$ cat src/rtl/flash_cmd_ctrl.sv
module flash_cmd_ctrl #(
  parameter int ADDR_W    = 6,
  parameter int BLK_BITS  = 2,
  parameter int DATA_W    = 8,
  parameter int PROG_CYC  = 4,
  parameter int ERASE_CYC = 16,
  parameter int BOOT_BLK  = 0
) (
  input  logic              clk,
  input  logic              rst_n,
  input  logic [ADDR_W-1:0] addr,
  input  logic [DATA_W-1:0] wdata,
  input  logic              we,
  input  logic              wp_en,
  input  logic              vlow,
  output logic [DATA_W-1:0] rdata,
  output logic              rd_bad,
  output logic [7:0]        status,
  output logic              busy
);
  localparam int WORDS     = 1 << ADDR_W;
  localparam int OFF_W     = ADDR_W - BLK_BITS;
  localparam int BLK_WORDS = 1 << OFF_W;
  localparam int CW        = $clog2(ERASE_CYC + 1);

  logic [DATA_W-1:0] mem [WORDS];

  logic [1:0]          pend;
  logic                rd_stat;
  logic                er_act, er_susp, pg_act, pg_susp;
  logic                f_er, f_pg, f_lock;
  logic [BLK_BITS-1:0] er_blk;
  logic [ADDR_W-1:0]   pg_addr;
  logic [DATA_W-1:0]   pg_data;
  logic [CW-1:0]       er_cnt, pg_cnt;
  logic [DATA_W-1:0]   stat_w;

  wire                wr        = we & ~vlow;
  wire [7:0]          cmd       = wdata[7:0];
  wire [BLK_BITS-1:0] a_blk     = addr[ADDR_W-1 -: BLK_BITS];
  wire [BLK_BITS-1:0] pg_blk    = pg_addr[ADDR_W-1 -: BLK_BITS];
  wire                boot_lock = (a_blk == BOOT_BLK[BLK_BITS-1:0]) & ~wp_en;
  wire                pg_run    = pg_act & ~pg_susp;
  wire                er_run    = er_act & ~er_susp;
  wire                pg_done   = pg_run & (pg_cnt == CW'(1));
  wire                er_done   = er_run & (er_cnt == CW'(1));
  wire                prog_armed = (pend == 2'd1);

  assign busy   = pg_run | er_run;
  assign status = {~busy, er_susp, f_er, f_pg, 1'b0, pg_susp, f_lock, 1'b0};
  assign rd_bad = ~rd_stat & ((er_susp & (a_blk == er_blk)) | (pg_susp & (a_blk == pg_blk)));

  always_comb begin
    stat_w      = '0;
    stat_w[7:0] = status;
  end
  assign rdata = rd_stat ? stat_w : mem[addr];

  always_ff @(posedge clk) begin
    if (pg_done) mem[pg_addr] <= pg_data;
    if (er_done)
      for (int j = 0; j < BLK_WORDS; j++)
        mem[{er_blk, OFF_W'(j)}] <= '1;
  end

  always_ff @(posedge clk or negedge rst_n) begin
    if (!rst_n) begin
      pend <= 2'd0; rd_stat <= 1'b0;
      er_act <= 1'b0; er_susp <= 1'b0; pg_act <= 1'b0; pg_susp <= 1'b0;
      f_er <= 1'b0; f_pg <= 1'b0; f_lock <= 1'b0;
      er_blk <= '0; pg_addr <= '0; pg_data <= '0; er_cnt <= '0; pg_cnt <= '0;
    end else begin
      if (pg_run) begin
        if (pg_done) pg_act <= 1'b0;
        else         pg_cnt <= pg_cnt - CW'(1);
      end
      if (er_run) begin
        if (er_done) er_act <= 1'b0;
        else         er_cnt <= er_cnt - CW'(1);
      end
      if (wr) begin
        pend <= 2'd0;
        case (pend)
          2'd1: begin
            rd_stat <= 1'b1;
            if (boot_lock) begin
              f_lock <= 1'b1; f_pg <= 1'b1;
            end else if (er_susp && a_blk == er_blk) begin
              f_pg <= 1'b1;
            end else begin
              pg_act <= 1'b1; pg_cnt <= CW'(PROG_CYC);
              pg_addr <= addr; pg_data <= wdata;
            end
          end
          2'd2: begin
            rd_stat <= 1'b1;
            if (cmd != 8'hD0) begin
              f_er <= 1'b1; f_pg <= 1'b1;
            end else if (boot_lock) begin
              f_lock <= 1'b1; f_er <= 1'b1;
            end else begin
              er_act <= 1'b1; er_cnt <= CW'(ERASE_CYC); er_blk <= a_blk;
            end
          end
          default: begin
            case (cmd)
              8'h40: if (!pg_act && (!er_act || er_susp)) begin pend <= 2'd1; rd_stat <= 1'b1; end
              8'h20: if (!pg_act && !er_act) begin pend <= 2'd2; rd_stat <= 1'b1; end
              8'hB0: begin
                rd_stat <= 1'b1;
                if (pg_run && !pg_done) pg_susp <= 1'b1;
                else if (er_run && !pg_act && !er_done) er_susp <= 1'b1;
              end
              8'hD0: begin
                if (pg_susp) pg_susp <= 1'b0;
                else if (er_susp && !pg_act) er_susp <= 1'b0;
              end
              8'h70: rd_stat <= 1'b1;
              8'h50: begin f_er <= 1'b0; f_pg <= 1'b0; f_lock <= 1'b0; end
              8'hFF: rd_stat <= 1'b0;
              default: ;
            endcase
          end
        endcase
      end
    end
  end
endmodule


$ cat config.mk
export PLATFORM = sky130hd
export DESIGN_NAME = flash_cmd_ctrl
export DESIGN_NICKNAME = d
export VERILOG_FILES = /design/src/rtl/flash_cmd_ctrl.sv
export SDC_FILE = /design/constraint.sdc
export NUM_CORES = 1
export LEC_CHECK = 0
export ABC_AREA = 1
export BUFFER_PORTS_ARGS = -buffer_cell sky130_fd_sc_hd__buf_2
export CAP_MARGIN = 20
export CORE_UTILIZATION = 40
export DETAILED_ROUTE_END_ITERATION = 7
export HOLD_SLACK_MARGIN = 0.05
export PLACE_DENSITY = 0.57
export SLEW_MARGIN = 40
export SYNTH_ARGS = -nofsm -noshare
export SYNTH_HDL_FRONTEND = slang
export SYNTH_SLANG_ARGS = --single-unit
$ cat constraint.sdc
create_clock -name clk -period 2.5 [get_ports clk]
set_clock_uncertainty 0.05 [all_clocks]
set_input_delay 0.125 -clock clk [delete_from_list [all_inputs] [get_ports clk]]
set_output_delay 0.125 -clock clk [all_outputs]
set_load 0.01 [all_outputs]
### Word level (Yosys, flattened, before mapping)

Memories as Yosys holds them, arrays and structs flattened.
Cells that the tools add are included.

* flip-flop bits (word level): 36
* bits in latches: 0
* bits in writable memories: 512
* bits in read-only memories: 0
* bits of input ports: 19
* output and inout bits: 18
* logic and storage cells: 146
* memories: 1

Memory list
* mem: words 64, bits a word 8, read ports 1, clocked after memory_dff 0, wr ports 17, line 26 `logic [DATA_W-1:0] mem [WORDS];`

* $add $sub $neg: 2
* multipliers: 0
* divide/modulo/power cells: 0
* $lt $le $gt $ge: 0
* eq/ne operators: 25
* shifts and indexed selects: 0
* muxes and demuxes: 55
* bitwise operators: 22
* reductions and logical operators: 27

Operator list (count)
* 2-to-1 mux 5 bit: 12
* 2-to-1 mux 1 bit: 33
* == test 8 x 7 -> 1 bit, second input constant: 3
* == test 8 bit, second input constant: 3
* AND reduction 4 bit: 6
* inequality test 2 bit, second input constant: 7
* inverter 1 bit: 11
* == test 5 x 1 -> 1 bit, second input constant: 2
* case mux 1 bit (2 select lines): 5
* subtractor 5 x 1 -> 5 bit, second input constant: 2
* bitwise AND 1 bit: 9
* inequality test 3 bit, second input constant: 3
* == test 8 x 6 -> 1 bit, second input constant: 1
* 2-to-1 mux 8 bit: 1
* inequality test 8 bit, second input constant: 1
* logical AND 1 bit: 7
* AND reduction 7 bit: 1
* nonzero test 5 bit: 1
* == test 2 bit: 2
* logical NOT 1 bit: 4
* 2-to-1 mux 2 bit: 2
* case mux 1 bit (4 select lines): 1
* case mux 2 bit (2 select lines): 1
* nonzero test 2 bit: 2
* other kinds (9): 11

### Logic depth before layout (Yosys ltp)

* depth after elaboration: 9
* mapped depth: 14
* depth with buffers taken out: 11

### Worst setup path after synthesis

OpenSTA, ideal clock, no wires.

* path type: reg-to-reg
* start: register pg_cnt[1]
* end: memory mem[0][5]
* setup time: 130 ps
* data arrival time: 1559 ps
* required time: 2320 ps
* path slack: 761 ps
* cell stages (with the launch flop): 13
* buffers on the path: 3
* period minus slack after synthesis: 1739 ps
* cell sequence: dfrtp_1 inv_1 ha_1 nand2_1 nor2_2 nand2_1 inv_2 buf_12 buf_12 nand2_4 buf_6 nand2_1 o211ai_2

RTL lines
* from (decl): line 35 `logic [CW-1:0] er_cnt, pg_cnt;`
* from (signal assigned): line 75 `else pg_cnt <= pg_cnt - CW'(1);`
* to (decl): line 26

### Final worst setup path

* start: memory mem[27][6]
* end: output port rdata[6]

* longest elaborated chain between the ends: 2

Ends and longest elaborated chain
* memory (64 x 8 bit)
* 2-to-1 mux 8 bit: line 57 `assign rdata = rd_stat ? stat_w : mem[addr];`
* to (decl): line 16 `output logic [DATA_W-1:0] rdata,`

Every way passes these cells.

==> summary.md <==
| Metric | Value |
|---|---|
| Status | `complete, no violations` |
| HP Class | `in2reg` |
| Placed cell count | `4166` |
| # DRC | `0` |
| Area delta synth->final | `10.9%` |
| Post-synth top cells | `nand2_1, dfxtp_1, o211ai_1` |
| Worst slew pin tran | `0.676 ns` |
| Vias per cell | `5.31` |
| Setup TNS Final | `0 ns` |
| Total track usage | `0.229` |
| Num CTS Buffers | `60` |
| Total Power | `20.1 mW` |
| RD Place Congestion | `0.841` |
| Crit start category | `flop` |
| Fillers | `6479` |
| Drt initial violations | `1889` |
| Worst R2R Setup Slack | `0.25 ns` |
| Die ar. | `67000 um2` |
| Met1 usage | `0.335` |
| Max Fanout on Critical Path | `2` |
| Path type of the worst setup path | `reg2out` |
| CP max stage delay | `0.31 ns` |
| Top_reg_cell synth | `dfxtp_1` |
| Routed WL | `77700 um` |
| End of the worst hold path | `pg_addr[2]$_DFFE_PN0P_` |
| Max-slew headroom | `0.550` |
| GRT Residual Overflow | `0` |
| Endpoints failing setup | `0` |
| CP Cell Sequence | `inv_1 -> nand2_1 -> nand3_1 -> nand3_1 -> nand3_1 -> nand2_1 -> nand2_1 -> nand3_1 -> nor2_1 -> nor2_1 -> buf_2` |
| Worst r2r src | `pg_cnt[1]$_DFF_PN0_` |
| Register clock-pin slew on the reported worst setup and hold paths | `0.06 ns` |
| Final hold vios | `0` |
| Max cap viols | `0` |
| Yosys top cell by area | `dfxtp_1` |
| Ant. Diodes | `0` |
| Leak pwr | `12.2 nW` |
| Sink Count | `548` |
| Cells after synthesis | `3494` |
| Via Count | `22822` |
| CP Capture Type | `primary output` |
| Max Freq | `416 MHz` |
| R2r endpoint | `mem[35][3]$_SDFFE_PP1P_` |
| Hold Crit Depth | `4` |
| Slowest-stage cell, CP | `dfxtp_1` |
| Post-DR wirelength/cell | `18.1 um` |
| Grt peak-use layer | `met2` |
| Final worst-path cycle share | `0.961` |
| Hold WS | `0.0924 ns` |
| Antenna violations before repair | `0` |
| Vias in the first global route | `20998` |
| Synth top area share | `0.388` |
| CP dominant cell by count | `nand3_1` |
| Bufs and invs on worst path | `2` |
| Synth unique cells | `37` |
| Antenna Violating Nets Remaining | `0` |
| Pins Over Slew Limit | `0` |
| Min cycle time layout | `2.40 ns` |
| CTS tree | `yes` |
| VDD IR-drop max | `0.000591 V` |
| Largest net degree at the start of global routing | `129` |
| Ys async rst share | `0.0657` |
| Placed cell areas | `27000 um2` |
| Hold wc startpoint | `addr[2]` |
| Critical Path Start | `mem[27][6]$_SDFFE_PP1P_` |
| Net count reported at finish | `3416` |
| Clk Latency, worst-skew pair | `0.66 ns` |
| Starting Density | `0.407` |
| CORE AREA | `64800 um2` |
| Sequential share of the synthesized area | `0.422` |
| FF+latch count, synth | `548` |
| PortBufs | `34` |
| Chip Width | `259 um` |
| PwrDens | `686 nW/um2` |
| CTS Buffer Depth | `3` |
| WP data required | `2.33 ns` |
| Number of synthesized flops with an enable pin | `0` |
| Die Span Y | `259 um` |
| Finished Cell Area | `29300 um2` |
| Cell Count, Final, Fillers Out | `4294` |
| M3 GR Usage | `0.0337` |
| Share of cells above drive strength 1 | `0.115` |
| I/O pin cnt | `37` |
| Worst Reg-to-Reg Cells | `10` |
| Top cells by area, synth | `dfxtp_1, nand2_1, o211ai_1, nand3_1, o211ai_2` |
| Number of H-tree levels | `2` |
| Root buffer cell | `clkbuf_16` |
| Drt pass-1 iters | `5` |
| Grt met2 use | `0.345` |
| Worst EP arrival | `2.23 ns` |
| Global-route wire length before repair | `122000 um` |
| Count leader, synth | `nand2_1` |
| Cell area after synthesis | `26400 um2` |
| Rows | `93` |
| Number of synthesis warnings | `0` |
| Crit-path leading delay family | `simple AND/OR/NAND/NOR gates` |
| Syn Area/Cell | `7.55 um2` |
| Post-DP HPWL | `47800 um` |
kinds of logic (layout without fill, tap and decap cells):
| kind of cell | after synthesis | after routing | synth area share |
|---|---|---|---|
| compound gates | 606 | 606 | 0.178 |
| buf+inv | 474 | 418 | 0.0947 |
| simple gates | 1856 | 1856 | 0.300 |
| other cells | 1 | 2 | 0.000142 |
| xor+xnor | 3 | 3 | 0.000996 |
| flops | 548 | 548 | 0.422 |
| fa+ha+maj | 6 | 6 | 0.00284 |
worst max path at each step:
stage / end / slack, ns / depth (start not counted)
3_3_place_gp: mem[35][7]$_SDFFE_PP1P_ / 0.27 / 10
2_1_floorplan: mem[0][5]$_SDFFE_PP1P_ / 0.76 / 12
4_1_cts: rdata[6] / 0.08 / 11
5_1_grt: rdata[5] / -0.02 / 11
6_report: rdata[6] / 0.1 / 11
3_5_place_dp: mem[35][3]$_SDFFE_PP1P_ / 0.24 / 10
registers in the layout (all words and copies together), names as in the netlist, 2 cells and up:
| signal | cells |
|---|---|
| pg_addr | 6 |
| er_blk | 2 |
| pg_cnt | 5 |
| pend | 2 |
| mem | 512 |
| pg_data | 8 |
| er_cnt | 5 |
cell type report:
class / count / area, um2 / area share
multi-input cells: 2473 / 12800 / 0.438
clock buffers: 94 / 1820 / 0.0622
well taps: 855 / 1070 / 0.0366
clock inverters: 16 / 224 / 0.00765
flip-flops and latches: 548 / 11200 / 0.381
repair buffers: 137 / 1520 / 0.0518
inverters: 171 / 666 / 0.0227
cell usage in the layout (no fill, tap or decap), types with 4 or more instances in the layout:
master            n
a21oi_1          14
nor3_1            4
dlygate4sd3_1    17
dfrtp_1          36
nand3_4           4
clkbuf_8         20
inv_2             9
clkinv_2         13
nand4_1           5
nor2_1          182
buf_12           41
nand2_1        1215
nor2_2           18
nand3_1         359
ha_1              6
o21ai_0          63
clkbuf_16        60
o211ai_1        443
buf_2            30
o211ai_2         74
buf_4            47
dfxtp_1         512
nand2_2           8
nand2_4          48
clkbuf_1         15
inv_1           152
nor4_1            4
o21ai_1           6
timing repair:
item,4_1_cts,5_1_grt
gates resized for setup,0,7
setup buffers,0,0
endpoints found under the hold margin,65,0
hold buffers,18,0
setup endpoints to repair,0,6
layer usage:
layer  part of all wire  vias up
met2               0.43      567
met4              0.027        0
met1               0.48    10632
met3              0.058      120
li1                   -    11503
met5                  0        -
per-stage QoR:
| step | utilization | setup slack [ns] |
|---|---|---|
| final | 0.451 | 0.0986 |
| after global placement | 0.417 | 0.274 |
| after CTS | 0.451 | 0.0833 |
| after detailed placement | 0.417 | 0.241 |
| after floorplan | - | 0.761 |
| after global routing | 0.451 | -0.0186 |
tightest hold or removal path: stages:
cell     delay, ns
buf_2         0.16
buf_4         0.26
nand2_1       0.10
o21ai_0       0.07
where the power goes:
| group | switching [mW] | total (mW) | internal [mW] |
|---|---|---|---|
| clock | 3.83 | 9.15 | 5.32 |
| combinational | 1.59 | 2.07 | 0.483 |
| sequential | 0.0555 | 8.85 | 8.79 |
Power figures use the tool's default switching activity.
